**src/rtl/rtc_div_pkg.sv**
```systemverilog
package rtc_div_pkg;

    typedef enum logic [1:0] {
        ST_HOLD = 2'd0,
        ST_ARM  = 2'd1,
        ST_RUN  = 2'd2
    } div_state_e;

    // Reset value of the synchronizer: a non-running code in both variants
    localparam logic [2:0] CODE_PARK = 3'b111;

endpackage

```
**src/rtl/rtc_code_sync.sv**
```systemverilog
module rtc_code_sync #(
    parameter int          W       = 3,
    parameter int          DEPTH   = 2,
    parameter logic [W-1:0] RST_VAL = '0
) (
    input  logic         clk,
    input  logic         rst_n,
    input  logic [W-1:0] d_async,
    output logic [W-1:0] q_sync
);

    logic [W-1:0] pipe [DEPTH];

    genvar g;
    generate
        for (g = 0; g < DEPTH; g++) begin : g_stage
            if (g == 0) begin : g_first
                always_ff @(posedge clk or negedge rst_n) begin
                    if (!rst_n) pipe[g] <= RST_VAL;
                    else        pipe[g] <= d_async;
                end
            end else begin : g_next
                always_ff @(posedge clk or negedge rst_n) begin
                    if (!rst_n) pipe[g] <= RST_VAL;
                    else        pipe[g] <= pipe[g-1];
                end
            end
        end
    endgenerate

    assign q_sync = pipe[DEPTH-1];

endmodule

```
**src/rtl/rtc_div_decode.sv**
```systemverilog
module rtc_div_decode #(
    parameter int CRYSTAL_ONLY = 0,
    parameter int BPW          = 4,
    parameter int SKIP_MID     = 2,
    parameter int SKIP_XTAL    = 7
) (
    input  logic [2:0]     code,
    output logic           run_ok,
    output logic [BPW-1:0] bypass
);

    generate
        if (CRYSTAL_ONLY != 0) begin : g_xtal
            // Bit 0 gates the chain; no stages skipped
            always_comb begin
                run_ok = ~code[0];
                bypass = '0;
            end
        end else begin : g_full
            always_comb begin
                run_ok = 1'b0;
                bypass = '0;
                unique case (code)
                    3'b000: begin run_ok = 1'b1; bypass = '0; end
                    3'b001: begin run_ok = 1'b1; bypass = BPW'(SKIP_MID); end
                    3'b010: begin run_ok = 1'b1; bypass = BPW'(SKIP_XTAL); end
                    default: begin run_ok = 1'b0; bypass = '0; end
                endcase
            end
        end
    endgenerate

endmodule

```
**src/rtl/rtc_div_fsm.sv**
```systemverilog
module rtc_div_fsm
    import rtc_div_pkg::*;
#(
    parameter int BPW = 4
) (
    input  logic           clk,
    input  logic           rst_n,
    input  logic           run_ok,
    input  logic [BPW-1:0] bypass_req,
    output logic [BPW-1:0] bypass_cur,
    output logic           advance,
    output logic           clear
);

    div_state_e state, nxt;

    // next-state decision
    always_comb begin
        nxt = state;
        unique case (state)
            ST_HOLD: nxt = run_ok ? ST_ARM : ST_HOLD;
            ST_ARM: begin
                if (!run_ok)                         nxt = ST_HOLD;
                else if (bypass_req != bypass_cur)   nxt = ST_ARM;
                else                                 nxt = ST_RUN;
            end
            ST_RUN: begin
                if (!run_ok)                         nxt = ST_HOLD;
                else if (bypass_req != bypass_cur)   nxt = ST_ARM;
                else                                 nxt = ST_RUN;
            end
            default: nxt = ST_HOLD;
        endcase
    end

    // state register and latched skip count
    always_ff @(posedge clk or negedge rst_n) begin
        if (!rst_n) begin
            state      <= ST_HOLD;
            bypass_cur <= '0;
        end else begin
            state <= nxt;
            if (nxt == ST_ARM) bypass_cur <= bypass_req;
        end
    end

    // outputs to the chain
    always_comb begin
        advance = (state == ST_RUN) && (nxt == ST_RUN);
        clear   = ~advance;
    end

    // the chain never runs without passing through the arm state
    p_no_skip_arm_r9: assert property (@(posedge clk) disable iff (!rst_n)
        (state == ST_RUN) |-> ($past(state) != ST_HOLD));

    // a non-running code always parks at the next edge
    p_park_next_r5: assert property (@(posedge clk) disable iff (!rst_n)
        !run_ok |=> (state == ST_HOLD));

endmodule

```
**src/rtl/rtc_div_chain.sv**
```systemverilog
module rtc_div_chain #(
    parameter int LEN = 22,
    parameter int BPW = 5
) (
    input  logic           clk,
    input  logic           rst_n,
    input  logic           clear,
    input  logic           advance,
    input  logic [BPW-1:0] bypass,
    output logic [LEN-1:0] taps,
    output logic           tick
);

    logic [LEN-1:0] cnt, cnt_next, step, low_mask;

    always_comb begin
        step     = {{(LEN-1){1'b0}}, 1'b1} << bypass;
        cnt_next = cnt + step;
        low_mask = ~({LEN{1'b1}} << bypass);
    end

    always_ff @(posedge clk or negedge rst_n) begin
        if (!rst_n) begin
            cnt  <= '0;
            tick <= 1'b0;
        end else if (clear) begin
            cnt  <= '0;
            tick <= 1'b0;
        end else if (advance) begin
            cnt  <= cnt_next;
            tick <= ~cnt[LEN-1] & cnt_next[LEN-1];
        end else begin
            tick <= 1'b0;
        end
    end

    assign taps = cnt;

    // strobe lasts one cycle
    p_tick_single_r10: assert property (@(posedge clk) disable iff (!rst_n)
        tick |=> !tick);

    // strobe coincides with the top stage rising
    p_tick_edge_r10: assert property (@(posedge clk) disable iff (!rst_n)
        tick |-> (taps[LEN-1] && !$past(taps[LEN-1])));

    // skipped stages stay at zero while running
    p_low_zero_r13: assert property (@(posedge clk) disable iff (!rst_n)
        advance |-> ((cnt & low_mask) == '0));

endmodule

```
**src/rtl/rtc_prescaler.sv**
```systemverilog
module rtc_prescaler
    import rtc_div_pkg::*;
#(
    parameter int CRYSTAL_ONLY = 0,
    parameter int CHAIN_LEN    = 22,
    parameter int XTAL_LEN     = 15,
    parameter int SKIP_MID     = 2,
    parameter int SKIP_XTAL    = 7,
    parameter int SYNC_DEPTH   = 2
) (
    input  logic clk_osc,
    input  logic rst_n,
    input  logic [2:0] div_code,
    output logic tick_1hz,
    output logic [(CRYSTAL_ONLY != 0 ? XTAL_LEN : CHAIN_LEN)-1:0] stage_taps
);

    localparam int LEN = (CRYSTAL_ONLY != 0) ? XTAL_LEN : CHAIN_LEN;
    localparam int BPW = (LEN > 2) ? $clog2(LEN) : 1;

    logic [2:0]     code_q;
    logic           run_ok, advance, clear;
    logic [BPW-1:0] bypass_req, bypass_cur;

    rtc_code_sync #(.W(3), .DEPTH(SYNC_DEPTH), .RST_VAL(CODE_PARK)) u_sync (
        .clk     (clk_osc),
        .rst_n   (rst_n),
        .d_async (div_code),
        .q_sync  (code_q)
    );

    rtc_div_decode #(
        .CRYSTAL_ONLY (CRYSTAL_ONLY),
        .BPW          (BPW),
        .SKIP_MID     (SKIP_MID),
        .SKIP_XTAL    (SKIP_XTAL)
    ) u_dec (
        .code   (code_q),
        .run_ok (run_ok),
        .bypass (bypass_req)
    );

    rtc_div_fsm #(.BPW(BPW)) u_fsm (
        .clk        (clk_osc),
        .rst_n      (rst_n),
        .run_ok     (run_ok),
        .bypass_req (bypass_req),
        .bypass_cur (bypass_cur),
        .advance    (advance),
        .clear      (clear)
    );

    rtc_div_chain #(.LEN(LEN), .BPW(BPW)) u_chain (
        .clk     (clk_osc),
        .rst_n   (rst_n),
        .clear   (clear),
        .advance (advance),
        .bypass  (bypass_cur),
        .taps    (stage_taps),
        .tick    (tick_1hz)
    );

    // a code parked for two cycles leaves the chain cleared and silent
    p_park_zero_r5: assert property (@(posedge clk_osc) disable iff (!rst_n)
        (!run_ok && $past(!run_ok)) |-> (stage_taps == '0 && !tick_1hz));

endmodule

```
**config.mk**
```make
export PLATFORM = sky130hd
export DESIGN_NAME = rtc_prescaler
export DESIGN_NICKNAME = d
export VERILOG_FILES = /design/src/rtl/rtc_div_pkg.sv /design/src/rtl/rtc_code_sync.sv /design/src/rtl/rtc_div_decode.sv /design/src/rtl/rtc_div_fsm.sv /design/src/rtl/rtc_div_chain.sv /design/src/rtl/rtc_prescaler.sv
export SDC_FILE = /design/constraint.sdc
export NUM_CORES = 1
export LEC_CHECK = 0
export ABC_CLOCK_PERIOD_IN_PS = 6510
export BUFFER_PORTS_ARGS = -buffer_cell sky130_fd_sc_hd__buf_2
export CAP_MARGIN = 5
export CORE_UTILIZATION = 35
export CTS_CLUSTER_DIAMETER = 60
export CTS_CLUSTER_SIZE = 20
export DETAILED_ROUTE_END_ITERATION = 8
export SLEW_MARGIN = 25
export SYNTH_ARGS = -nofsm -noshare
export SYNTH_HDL_FRONTEND = slang
export SYNTH_SLANG_ARGS = --single-unit
export TNS_END_PERCENT = 10
```
**constraint.sdc**
```tcl
create_clock -name clk_osc -period 6.51 [get_ports clk_osc]
set_input_delay 0.9765 -clock clk_osc [delete_from_list [all_inputs] [get_ports clk_osc]]
set_output_delay 0.9765 -clock clk_osc [all_outputs]
set_load 0.1 [all_outputs]
```
# ---- Yosys cells after proc, flatten, opt, wreduce, memory -nomap -nowiden
# Cells that the tools add are included.
dict set report totals {
  output_inout_bits 23
  word_cells 30
  ff_bits 36
}
dict set report classes {
  n_mux 8
  n_shift 1
  addsub 1
  n_eq_ne 7
  reduce_logical 5
  bitwise_logic 2
}
# op count
set op_table {}
lappend op_table {{$add A22 B22 Y22} 1}
lappend op_table {{$mux W22} 1}
lappend op_table {{$shl A1 B5 Y22 const A} 1}
lappend op_table {{$pmux W3 S2} 1}
lappend op_table {{$ne A3 B5 Y1} 1}
lappend op_table {{$eq A2 B1 Y1 const B} 2}
lappend op_table {{$eq A2 B2 Y1 const B} 2}
lappend op_table {{$mux W2} 2}
lappend op_table {{$pmux W2 S2} 1}
lappend op_table {{$eq A3 B1 Y1 const B} 1}
lappend op_table {{$eq A3 B2 Y1 const B} 1}
lappend op_table {{$logic_not A3 Y1} 1}
lappend op_table {{$mux W1} 3}
lappend op_table {{$reduce_or A3 Y1} 1}
lappend op_table {{$logic_not A2 Y1} 1}
lappend op_table {{$reduce_or A2 Y1} 1}
lappend op_table {{$and A1 B1 Y1} 1}
lappend op_table {{$logic_and A1 B1 Y1} 1}
lappend op_table {{$not A1 Y1} 1}

# ---- Longest topological paths before layout
# Gate-level depths: netlist of run 1.
dict set report depth {
  depth_word 9
  mapped_depth 11
  depth_no_buf 10
}

# ---- Cells and area by module
# A second synthesis of run 1 with hierarchy kept.
dict set report unflattened {
  cells_unflattened 324
  area_unflattened_um2 2879.0
}
# module seq_area_each_um2 area_per_inst_um2 cells_each instances
set modules_own_cells {}
lappend modules_own_cells {rtc_div_chain 575.6 2248.4 272 1}
lappend modules_own_cells {rtc_div_fsm 175.2 399.1 35 1}
lappend modules_own_cells {rtc_code_sync 157.7 180.2 9 1}
lappend modules_own_cells {rtc_div_decode 0.0 51.3 8 1}

# ---- Worst setup path before layout of run 1
# No wires, ideal clock.
dict set report synth_path {
  path_kind {register to register}
  startpoint {register u_chain.cnt[0], in the netlist u_chain.taps[0]}
  endpoint {register u_chain.cnt[20], in the netlist u_chain.taps[20]}
  t_arrival_ns 2.703
  path_stages_with_launch 10
  setup_time_ns 0.078
  period_less_slack_ns 2.782
  path_buffers 0
  setup_slack_ns 3.728
  t_required_ns 6.432
  path_cell_list {dfrtp_1 ha_1 inv_1 fa_1 nand2b_1 a211oi_2 or3_1 a21oi_1 or3_1 a21oi_1}
}
dict set report synth_between {
  elab_chain_cells 2
}
# element line_no
set synth_rtl {}
lappend synth_rtl {{start: declaration} rtc_div_chain.sv:14} ;# logic [LEN-1:0] cnt, cnt_next, step, low_mask;
lappend synth_rtl {{start signal: assignment} rtc_div_chain.sv:30} ;# cnt <= cnt_next;
lappend synth_rtl {{$add A22 B22 Y22} rtc_div_chain.sv:18} ;# cnt_next = cnt + step;
lappend synth_rtl {{$mux W22} rtc_div_chain.sv:26} ;# end else if (clear) begin
# Every way passes these cells.
# A chain may end at the register's enable or synchronous reset.

# ---- Worst setup path in the final report of run 1
dict set report layout_path {
  startpoint {register u_fsm.bypass_cur[1]}
  endpoint {register u_chain.cnt[20], in the netlist u_chain.taps[20]}
}
dict set report layout_between {
  elab_chain_cells 7
  word_cells_on_any_way 9
  cone_classes {1 x add/sub; 2 x eq/ne; 1 x shift; 4 x mux; 1 x reduce/logical}
}
# element line_no
set layout_rtl {}
lappend layout_rtl {{start: declaration} rtc_div_fsm.sv:10} ;# output logic [BPW-1:0] bypass_cur,
lappend layout_rtl {{start signal: assignment} rtc_div_fsm.sv:43} ;# if (nxt == ST_ARM) bypass_cur <= bypass_req;
lappend layout_rtl {{branches (longest 6 deep; another with $add A22 B22 Y22)} --}
lappend layout_rtl {{$mux W22 *} rtc_div_chain.sv:26}
# Mark *: on every way between the ends.

==> results.tsv, run 1 <==
stage	metric	value	unit
route	drt via density	4.68	
global_route	initial antenna violation count	0	
synthesis	sequential area share after synthesis	47.2	%
worst_setup_path	crit end category	flip-flop	
layout	Area Growth Syn to Fin	18.9	%
clock_tree	Setup Buffers After CTS	0	
flow_run	number of max-cap violations	0	
layout	post-layout util	43.8	%
timing	maximum clock rate	407	MHz
clock_tree	worst skew pair latency	0.27	ns
worst_setup_path	Cell Chain, Critical Path	nor2_1 -> ha_1 -> inv_1 -> fa_1 -> nand2b_1 -> a211oi_2 -> or3_1 -> a21oi_1 -> or3_1 -> a21oi_1	
timing	fin crit period	2.46	ns
synthesis	FF+latch count, synth	33	
timing	WHS	0.357	ns
timing	setup TNS	0	ns
timing	max-slew violation count	0	
timing	Slew @ Worst Pin	0.892	ns
global_route	gr ovfl total	0	
worst_hold_path	Hold WC Path Type	reg2reg	
timing	RSZ-0062 raised after global routing	no	
place	Post-DP HPWL	2420	um
clock_tree	root buffer cell	clkbuf_8	
route	Starting DRT DRC Count	69	
timing	Clock Skews	0.00617	ns
place	Placed Cells	269	
timing	fin crit share	37.8	%
layout	Nets	227	
synthesis	Netlist cell types	37	
floorplanning	Die Span Y	73.0	um
worst_setup_path	Critical Path RT	6.69	ns
timing	Setup-failing EPs final	0	
layout	Non-Filler Instances	277	
synthesis	Yosys top cell by area	dfrtp_1	
clock_tree	# clock sinks	33	
timing	Final Hold Vio Count	0	
clock_tree	cts bufs inserted	5	
floorplanning	die area	0.00533	sq mm
synthesis	Mapped Avg Cell Area	10.1	sq um
synthesis	total of warnings raised by yosys	0	
timing	slew margin rel.	40.3	%
route	DRC viols	0	
pwr	PwrDens	224	mW/mm^2
worst_setup_path	CP max stage delay	0.44	ns
route	Via Count	1297	
clock_tree	post-CTS sizing	0	
worst_setup_path	CP Max Fanout	8	
global_route	Total GRT Usage	13.9	%
place	IO Port Bufs	27	
clock_tree	CTS tree	done	
floorplanning	num ports	28	
floorplanning	Site Rows	25	
worst_setup_path	crit path DAT	2.64	ns
global_route	largest net degree at the start of global routing	34	
global_route	first-pass GRT wire length	5670	um
worst_setup_path	CP max-delay cell	dfrtp_1	
pwr	overall power	0.000471	W
layout	n_diodes	0	
worst_setup_path	Crit Path Category	reg2reg	
worst_setup_path	r2r setup slk	4.05	ns
floorplanning	initial cell density of the core	36.9	%
clock_tree	H-tree depth	2	
clock_tree	Hold Buf Count CTS	0	
run_status	status	finished clean	
worst_setup_path	Worst setup SP type	flip-flop	
floorplanning	Die X	73.0	um
route	final wirelength	3320	um
route	Antenna Nets Post-Route	0	
pwr	Worst VDD drop	0.000147	V
pwr	leakage power	0.983	nW
route	TritonRoute pass-1 iters	4	
layout	fillers	476	
global_route	vias in the first global route	1233	
synthesis	Synth top area share	38.3	%
place	GPL Wtd Cong	0.807	
clock_tree	clock-pin slew on the worst setup and hold paths	0.07	ns
synthesis	cell area after synthesis	0.00176	sq mm
floorplanning	Core ar.	0.00479	sq mm
clock_tree	CTS max path bufs	2	
synthesis	Post-Syn Instances	175	
layout	share of layout cells above drive strength 1	20.0	%
route	wire length per cell	12.0	um
synthesis	leading post-synthesis cells by cell area	dfrtp_1, dfstp_2, ha_1	
[report_power, final]
part,total (W),internal (W),switching (W)
sequential,0.000223,0.000214,0.00000887
combinational,0.0000521,0.0000234,0.0000288
clock,0.000196,0.000125,0.0000712
total,0.000471,0.000362,0.000109
[worst max-delay path, delay by kind of cell, from the launching register on]
family	cells	cell delay [ns]
buf+inv	1	0.05
flops	1	0.44
fa+ha+maj	2	0.55
simple gates	4	0.83
compound gates	3	0.48
[cell families after synthesis]
logic type	count (synthesis)	share of synthesized area, %
buffers and inverters	9	1.99
XOR/XNOR	17	8.44
other	2	0.426
AO/OA/AOI/OAI	23	8.51
flip-flops	33	47.2
multiplexers	3	1.84
AND/OR/NAND/NOR	75	21.9
adder cells (fa/ha/maj)	13	9.65
[synth_stat cells]
library cell	count
nor2_1	28
dfrtp_1	27
ha_1	12
xor2_1	10
a21oi_1	9
nand3_1	8
nand2b_1	7
xnor2_1	7
and3_1	6
dfstp_2	6
inv_1	6
nand4_1	5
nor2b_1	5
nand2_1	4
nor3_1	4
o21ai_0	3
a211oi_1	2
clkbuf_1	2
conb_1	2
mux2_1	2
nor3b_1	2
o21a_1	2
or3_1	2
a211o_1	1
a211oi_2	1
a21o_1	1
and2_1	1
and4_1	1
clkbuf_2	1
fa_1	1
mux2i_1	1
nand3b_1	1
nor4_2	1
o21ai_1	1
o311ai_1	1
o31ai_1	1
o32a_1	1
[area by class of cell]
| type | count | area, sq um | share of cell area (%) |
|---|---|---|---|
| Multi-Input combinational cell | 136 | 907 | 43.2 |
| Sequential cell | 33 | 833 | 39.7 |
| Timing Repair Buffer | 27 | 135 | 6.44 |
| Clock buffer | 7 | 86.3 | 4.11 |
| Tap cell | 67 | 83.8 | 4.00 |
| Clock inverter | 1 | 30.0 | 1.43 |
| Inverter | 6 | 22.5 | 1.07 |
[worst paths after layout]
kind                                  endpoint                start  depth (start not counted)
hold / removal                u_sync.q_sync[2]       u_sync.pipe[5]                          0
setup / recovery              u_chain.taps[20]  u_fsm.bypass_cur[1]                         10
max in group asynchronous  u_fsm.bypass_cur[0]                rst_n                          1
hold reg to reg               u_sync.q_sync[2]       u_sync.pipe[5]                          0
min in group asynchronous         u_chain.tick                rst_n                          1
setup reg to reg              u_chain.taps[20]  u_fsm.bypass_cur[1]                         10
[layer usage]
layer	up-vias	track usage, %	part of all wire [%]
met5	-	0	0
met3	2	4.01	4.5
met2	27	21.3	43
li1	669	-	-
met1	599	19.4	52
met4	0	3.27	0.45
[registers in the layout, indices dropped and copies added (netlist names)]
register          flops
u_chain.taps         22
u_chain.tick          1
u_fsm.bypass_cur      2
u_fsm.state           2
u_sync.pipe           3
u_sync.q_sync         3
[placed cells by master, fill, tap and decap left out, drive strengths merged]
| cell | n |
|---|---|
| o21ai | 4 |
| conb | 5 |
| a21o | 1 |
| dfrtp | 27 |
| o31ai | 1 |
| and4 | 1 |
| o32a | 1 |
| a21oi | 9 |
| bufinv | 1 |
| dfstp | 6 |
| and2 | 1 |
| xor2 | 10 |
| o21a | 2 |
| o311ai | 1 |
| nor4 | 1 |
| a211o | 1 |
| clkbuf | 7 |
| nor2 | 28 |
| a211oi | 3 |
| nand2b | 7 |
| mux2 | 2 |
| nand3b | 1 |
| and3 | 6 |
| or3 | 2 |
| nand3 | 8 |
| nor2b | 5 |
| ha | 12 |
| buf | 27 |
| mux2i | 1 |
| nor3 | 4 |
| nand4 | 5 |
| xnor2 | 7 |
| nor3b | 2 |
| nand2 | 4 |
| fa | 1 |
| inv | 6 |
[metrics by stage]
step | instance area, sq um | setup WS, ns
finish | 2100 | 4.05
global route | 2100 | 3.86
CTS | 2100 | 4.03
detailed placement | 1980 | 4.04
global placement | 1980 | 4.12
floorplan | 1780 | 3.73
Note: power is estimated with default switching activity, not from simulation.
==> run 2, diff against run 1 <==
ABC_AREA = 1   (was not set)
ABC_CLOCK_PERIOD_IN_PS = 2000   (was 6510)
clock period = 2 ns   (was 6.51 ns; I/O delays follow)
==> run 2 against run 1 <==
  * Clock power rose to 3.9 times the previous value
  * Synthesized cell count rose by 60%
  * Hold slack worse by 0.29 ns
  * Wire length increased by 35%
  * Setup slack lost 3.9 ns
  * Die area up 18%
  * Cell count rose by 45%
  * Critical path depth increased by 3
  * Global-route usage is 1.4 points higher
  * Clock-buffer cell count fell by 2
  * Critical endpoint is now u_chain.taps[18]
  * Highest routed layer unchanged
==> results.tsv, run 2 <==
stage	metric	value	unit
clock_tree	CTS max path bufs	2	
worst_setup_path	CP max stage delay	0.45	ns
worst_setup_path	worst path bufs/invs	2	
synthesis	FF+latch count, synth	33	
layout	share of layout cells above drive strength 1	35.6	%
worst_setup_path	CP delay by family, top	simple AND/OR/NAND/NOR gates	
timing	WHS	0.0660	ns
timing	fin crit share	94.3	%
global_route	largest net degree at the start of global routing	33	
synthesis	Post-Syn Instances	280	
synthesis	total of warnings raised by yosys	0	
synthesis	Mapped Avg Cell Area	7.44	sq um
timing	Setup-failing EPs final	0	
synthesis	Yosys top cell by area	dfrtp_1	
route	drt via density	4.57	
timing	maximum clock rate	530	MHz
synthesis	cell area after synthesis	0.00208	sq mm
pwr	switching part of the total power	28.5	%
timing	Slew @ Worst Pin	0.721	ns
worst_setup_path	Crit Path Category	reg2reg	
place	Post-DP HPWL	3430	um
global_route	first-pass GRT wire length	7420	um
place	Setup WS pre-CTS	-0.0954	ns
place	IO Port Bufs	27	
layout	Area Growth Syn to Fin	28.5	%
worst_setup_path	Critical Path RT	2.22	ns
layout	Nets	346	
clock_tree	H-tree depth	2	
floorplanning	die area	0.00626	sq mm
synthesis	asr flop ratio synth	100	%
worst_hold_path	Hold WC Path Type	in2async	
worst_setup_path	crit end category	flip-flop	
timing	RSZ-0062 raised after global routing	yes	
layout	multi-input logic area	0.00117	sq mm
route	TritonRoute pass-1 iters	4	
clock_tree	clock-pin slew on the worst setup and hold paths	0.08	ns
timing	Final Hold Vio Count	0	
timing	slew margin rel.	51.9	%
route	Via Count	1833	
flow_run	number of max-cap violations	0	
synthesis	leading post-synthesis cells by cell area	dfrtp_1, nand2_1, inv_1	
layout	n_diodes	0	
global_route	gr ovfl total	0	
floorplanning	Core ar.	0.00561	sq mm
pwr	Int Power	0.00137	W
layout	most frequent cells in the layout	nand2_1, inv_1, nor2_1	
layout	sequential cell area	865	sq um
clock_tree	root buffer cell	clkbuf_8	
route	Starting DRT DRC Count	59	
timing	Clock Skews	0.00935	ns
pwr	leakage power	1.35	nW
synthesis	Netlist cell types	27	
layout	most common cell after layout, fill and taps aside	nand2_1	
worst_setup_path	Worst setup SP type	flip-flop	
timing	fin crit period	1.89	ns
pwr	PwrDens	717	mW/mm^2
pwr	Worst VDD drop	0.000318	V
layout	fillers	557	
timing	setup TNS	0	ns
worst_setup_path	reg2reg start	u_fsm.bypass_cur[1]	
worst_setup_path	crit path DAT	2.11	ns
global_route	Total GRT Usage	15.3	%
pwr	Comb power frac	20.9	%
pwr	NetSw	0.000547	W
route	final wirelength	4490	um
route	wire length per cell	11.2	um
worst_setup_path	CP Max Fanout	6	
clock_tree	worst skew pair latency	0.29	ns
clock_tree	# clock sinks	33	
pwr	clock share of power	40.2	%
run_status	status	finished clean	
synthesis	Post-synth top cells	nand2_1, inv_1, nor2_1, dfrtp_1, nand3_1	
place	GPL Wtd Cong	0.816	
floorplanning	Die Span Y	79.2	um
synthesis	Most used DFF post-synth	dfrtp_1	
clock_tree	CTS tree	done	
synthesis	sequential area share after synthesis	40.0	%
floorplanning	Die X	79.2	um
place	Post-DP Area	0.00243	sq mm
worst_setup_path	Cell Chain, Critical Path	nor2_4 -> ha_4 -> inv_2 -> fa_2 -> inv_2 -> nand3_2 -> nand2_2 -> nand3_2 -> nand2_4 -> nand2_2 -> nand2_1 -> nand2_1 -> nor2_1	
timing	final worst slack	0.115	ns
worst_setup_path	Worst Setup SP	u_fsm.bypass_cur[1]	
floorplanning	Site Rows	27	
synthesis	Post-synth EDFFs	0	
layout	design area	0.00268	sq mm
layout	max reg flops	22	
floorplanning	initial cell density of the core	37.1	%
synthesis	Synth top area share	32.4	%
route	Antenna Nets Post-Route	0	
floorplanning	num ports	28	
global_route	vias in the first global route	1674	
worst_setup_path	CP max-delay cell	dfrtp_2	
global_route	initial antenna violation count	0	
pwr	Seq pwr share	38.9	%
synthesis	top-count cell post-synth	nand2_1	
clock_tree	cts bufs inserted	5	
route	DRC viols	0	
timing	max-slew violation count	0	
run 2: cell types whose count changed in the layout (fill, tap and decap cells not counted), moves of 7 or more:
cell	change
inv_1	+37
nand3_2	+8
buf_4	+13
nand2_1	+64
dfrtp_1	-17
nand2_2	+13
nand3_1	+9
nor2_1	+7
xor2_1	-9
dfrtp_2	+13
nand2b_1	-7
run 2: layer usage:
metal	track usage (%)	wire, um
met5	0	0
met4	6.36	92
met2	25.3	2130
met3	2.99	166
met1	19.4	2090
run 2: worst reg2reg max path, cell delays in order, from the launching register on:
cell and delay [ns]:
dfrtp_2 0.45, nor2_4 0.14, ha_4 0.14, inv_2 0.04, fa_2 0.36, inv_2 0.07
nand3_2 0.06, nand2_2 0.09, nand3_2 0.08, nand2_4 0.12, nand2_2 0.07, nand2_1 0.05
nand2_1 0.05, nor2_1 0.11
run 2: cells by family after synthesis:
kind of cell,share of synthesized area (%)
flip-flops,40.0
AND/OR/NAND/NOR,36.3
adder cells (fa/ha/maj),8.17
multiplexers,0.480
buffers and inverters,9.61
XOR/XNOR,1.68
other,0.360
AO/OA/AOI/OAI,3.42
run 2: area by class of cell:
cell class	instances	area share (%)
clock buffers	5	2.57
clock inverters	3	2.57
inverters	47	6.64
multi-input cells	201	43.9
flip-flops and latches	33	32.3
well taps	72	3.36
repair buffers	40	8.69
run 2: stage by stage:
stage	cells	utilization [%]	total power, W
floorplan	283	-	0.000999
global placement	391	43.4	0.00110
detailed placement	391	43.4	0.00111
CTS	399	46.0	0.00189
global route	401	47.7	0.00203
finish	401	47.7	0.00192
run 2: repair_timing:
action | 4_1_cts | 5_1_grt
hold buffers | 0 | 0
cloned | 0 | 0
endpoints found under the setup margin | 7 | 13
setup buffers | 0 | 2
pin swaps | 1 | 16
resized for setup | 3 | 25
run 2: final timing paths:
check	end	slack, ns	depth (start not counted)
max	u_chain.taps[18]	0.11	13
min	u_chain.tick	0.07	1
max reg2reg	u_chain.taps[18]	0.11	13
min reg2reg	u_sync.q_sync[2]	0.36	0
max in group asynchronous	u_sync.pipe[3]	1.34	2
min in group clk_osc	u_sync.pipe[3]	0.10	1
run 2: power groups by stage:
stage	Clock (W)	Combinational, W	Sequential, W
after global placement	0	0.000358	0.000744
after floorplan	0	0.000247	0.000752
after global routing	0.000816	0.000463	0.000753
after detailed placement	0	0.000360	0.000747
after CTS	0.000793	0.000364	0.000736
final	0.000772	0.000402	0.000747
==> run 3, diff against run 2 <==
REMOVE_ABC_BUFFERS = 1   (was not set)
TNS_END_PERCENT = not set   (was 10)
==> run 3 against run 2 <==
  * Critical path depth stayed put
  * Largest power group is now sequential cells
  * Clock skew is 0.00070 ns higher
  * Maximum frequency is 2.2% lower
==> results.tsv, run 3 (synthesis gave the netlist of run 2 again) <==
stage	metric	value	unit
clock_tree	root buffer cell	clkbuf_8	
clock_tree	worst skew pair latency	0.29	ns
run_status	status	finished clean	
clock_tree	# clock sinks	33	
clock_tree	H-tree depth	2	
timing	slew margin rel.	50.8	%
timing	Final Hold Vio Count	0	
route	Antenna Nets Post-Route	0	
pwr	Worst VDD drop	0.000344	V
timing	Slew @ Worst Pin	0.737	ns
route	TritonRoute pass-1 iters	4	
layout	max reg flops	22	
route	DRC viols	0	
global_route	initial antenna violation count	0	
timing	fin crit share	96.3	%
global_route	vias in the first global route	1873	
timing	Setup-failing EPs final	0	
timing	RSZ-0062 raised after global routing	yes	
global_route	first-pass GRT wire length	8100	um
clock_tree	CTS tree	done	
global_route	gr ovfl total	0	
floorplanning	Core ar.	0.00561	sq mm
worst_setup_path	Critical Path RT	2.22	ns
worst_setup_path	Crit Path Category	reg2reg	
clock_tree	clock-pin slew on the worst setup and hold paths	0.08	ns
floorplanning	initial cell density of the core	37.1	%
place	Post-DP HPWL	3440	um
route	Via Count	1806	
floorplanning	Die Span Y	79.2	um
timing	final worst slack	0.0733	ns
timing	max-slew violation count	0	
layout	most frequent cells in the layout	nand2_1, inv_1, nor2_1	
floorplanning	die area	0.00626	sq mm
worst_hold_path	Hold WC Path Type	in2async	
floorplanning	Die X	79.2	um
layout	n_diodes	0	
floorplanning	num ports	28	
layout	Nets	347	
route	Starting DRT DRC Count	78	
pwr	PwrDens	632	mW/mm^2
place	GPL Wtd Cong	0.861	
worst_setup_path	CP Max Fanout	6	
timing	Clock Skews	0.0101	ns
place	Setup WS pre-CTS	-0.124	ns
worst_setup_path	crit end category	flip-flop	
worst_setup_path	Worst setup SP type	flip-flop	
clock_tree	cts bufs inserted	5	
worst_setup_path	crit path DAT	2.14	ns
timing	maximum clock rate	519	MHz
flow_run	number of max-cap violations	0	
pwr	overall power	0.00168	W
layout	fillers	596	
route	final wirelength	4690	um
route	drt via density	4.49	
pwr	leakage power	1.40	nW
layout	post-layout util	47.4	%
layout	multi-input logic area	0.00121	sq mm
place	IO Port Bufs	27	
floorplanning	Site Rows	27	
clock_tree	CTS max path bufs	2	
layout	sequential cell area	833	sq um
layout	most common cell after layout, fill and taps aside	nand2_1	
route	wire length per cell	11.7	um
layout	share of layout cells above drive strength 1	32.7	%
global_route	largest net degree at the start of global routing	34	
timing	fin crit period	1.93	ns
layout	Area Growth Syn to Fin	27.6	%
global_route	Total GRT Usage	16.6	%
[run 3: cell count changes in the layout (fill, tap and decap cells not counted), moves of 4 or more]
cell     previous run  this run
dfrtp_1            10        27
dfrtp_2            13         0
dfrtp_4             4         0
nand2_1            68        64
[run 3: per-stage QoR]
stage               std cells  area, sq um  setup TNS, ns  hold WS [ns]
CTS                       400         2500              0        0.0959
floorplan                 281         2070          -4.69       0.00441
global placement          390         2370         -0.131         0.347
finish                    402         2660              0        0.0664
global route              402         2660         -0.485        0.0898
detailed placement        390         2370         -0.476         0.348
[run 3: layout make-up]
class,count,area share (%)
multi-input combinational,201,45.6
sequential,33,31.3
timing repair buffer,41,9.04
inverter,47,6.78
clock buffer,7,3.62
tap,72,3.39
clock inverter,1,0.188
[run 3: report_power, final]
| part | internal, W | switching, W |
|---|---|---|
| clock network | 0.000311 | 0.000245 |
| registers | 0.000704 | 0.0000323 |
| logic | 0.000156 | 0.000232 |
| total | 0.00117 | 0.000509 |
[run 3: worst paths after layout]
check	startpoint	end	slack (ns)	cells past startpoint
min in group clk_osc	div_code[1]	u_sync.pipe[4]	0.11	1
setup / recovery	u_fsm.bypass_cur[1]	u_chain.taps[18]	0.07	13
max in group asynchronous	rst_n	u_chain.taps[8]	1.45	1
hold / removal	rst_n	u_fsm.state[0]	0.07	1
setup reg to reg	u_fsm.bypass_cur[1]	u_chain.taps[18]	0.07	13
hold reg to reg	u_sync.pipe[5]	u_sync.q_sync[2]	0.36	0
[run 3: critical path, cell delays in order, from the launching register on]
cell and delay [ns]:
dfrtp_1 0.43, nor2_2 0.13, ha_2 0.19, inv_2 0.04, fa_2 0.34, inv_2 0.07, nand3_2 0.09, nand2_4 0.11
nand3_4 0.09, nand2_8 0.11, nand2_4 0.05, nand2_2 0.04, nand2_1 0.05, nor2_1 0.11
[run 3: metal layers]
layer	GRT usage, %	wire [um]
met5	0	0
met4	6.00	61
met3	3.10	111
met2	28.4	2350
met1	20.7	2170
[run 3: repair_timing]
item | 4_1_cts | 5_1_grt
setup buffers | 2 | 2
endpoints found under the setup margin | 8 | 13
gates resized for setup | 4 | 38
hold buffers | 0 | 0
pin swaps | 4 | 10
endpoints found under the hold margin | 0 | 0
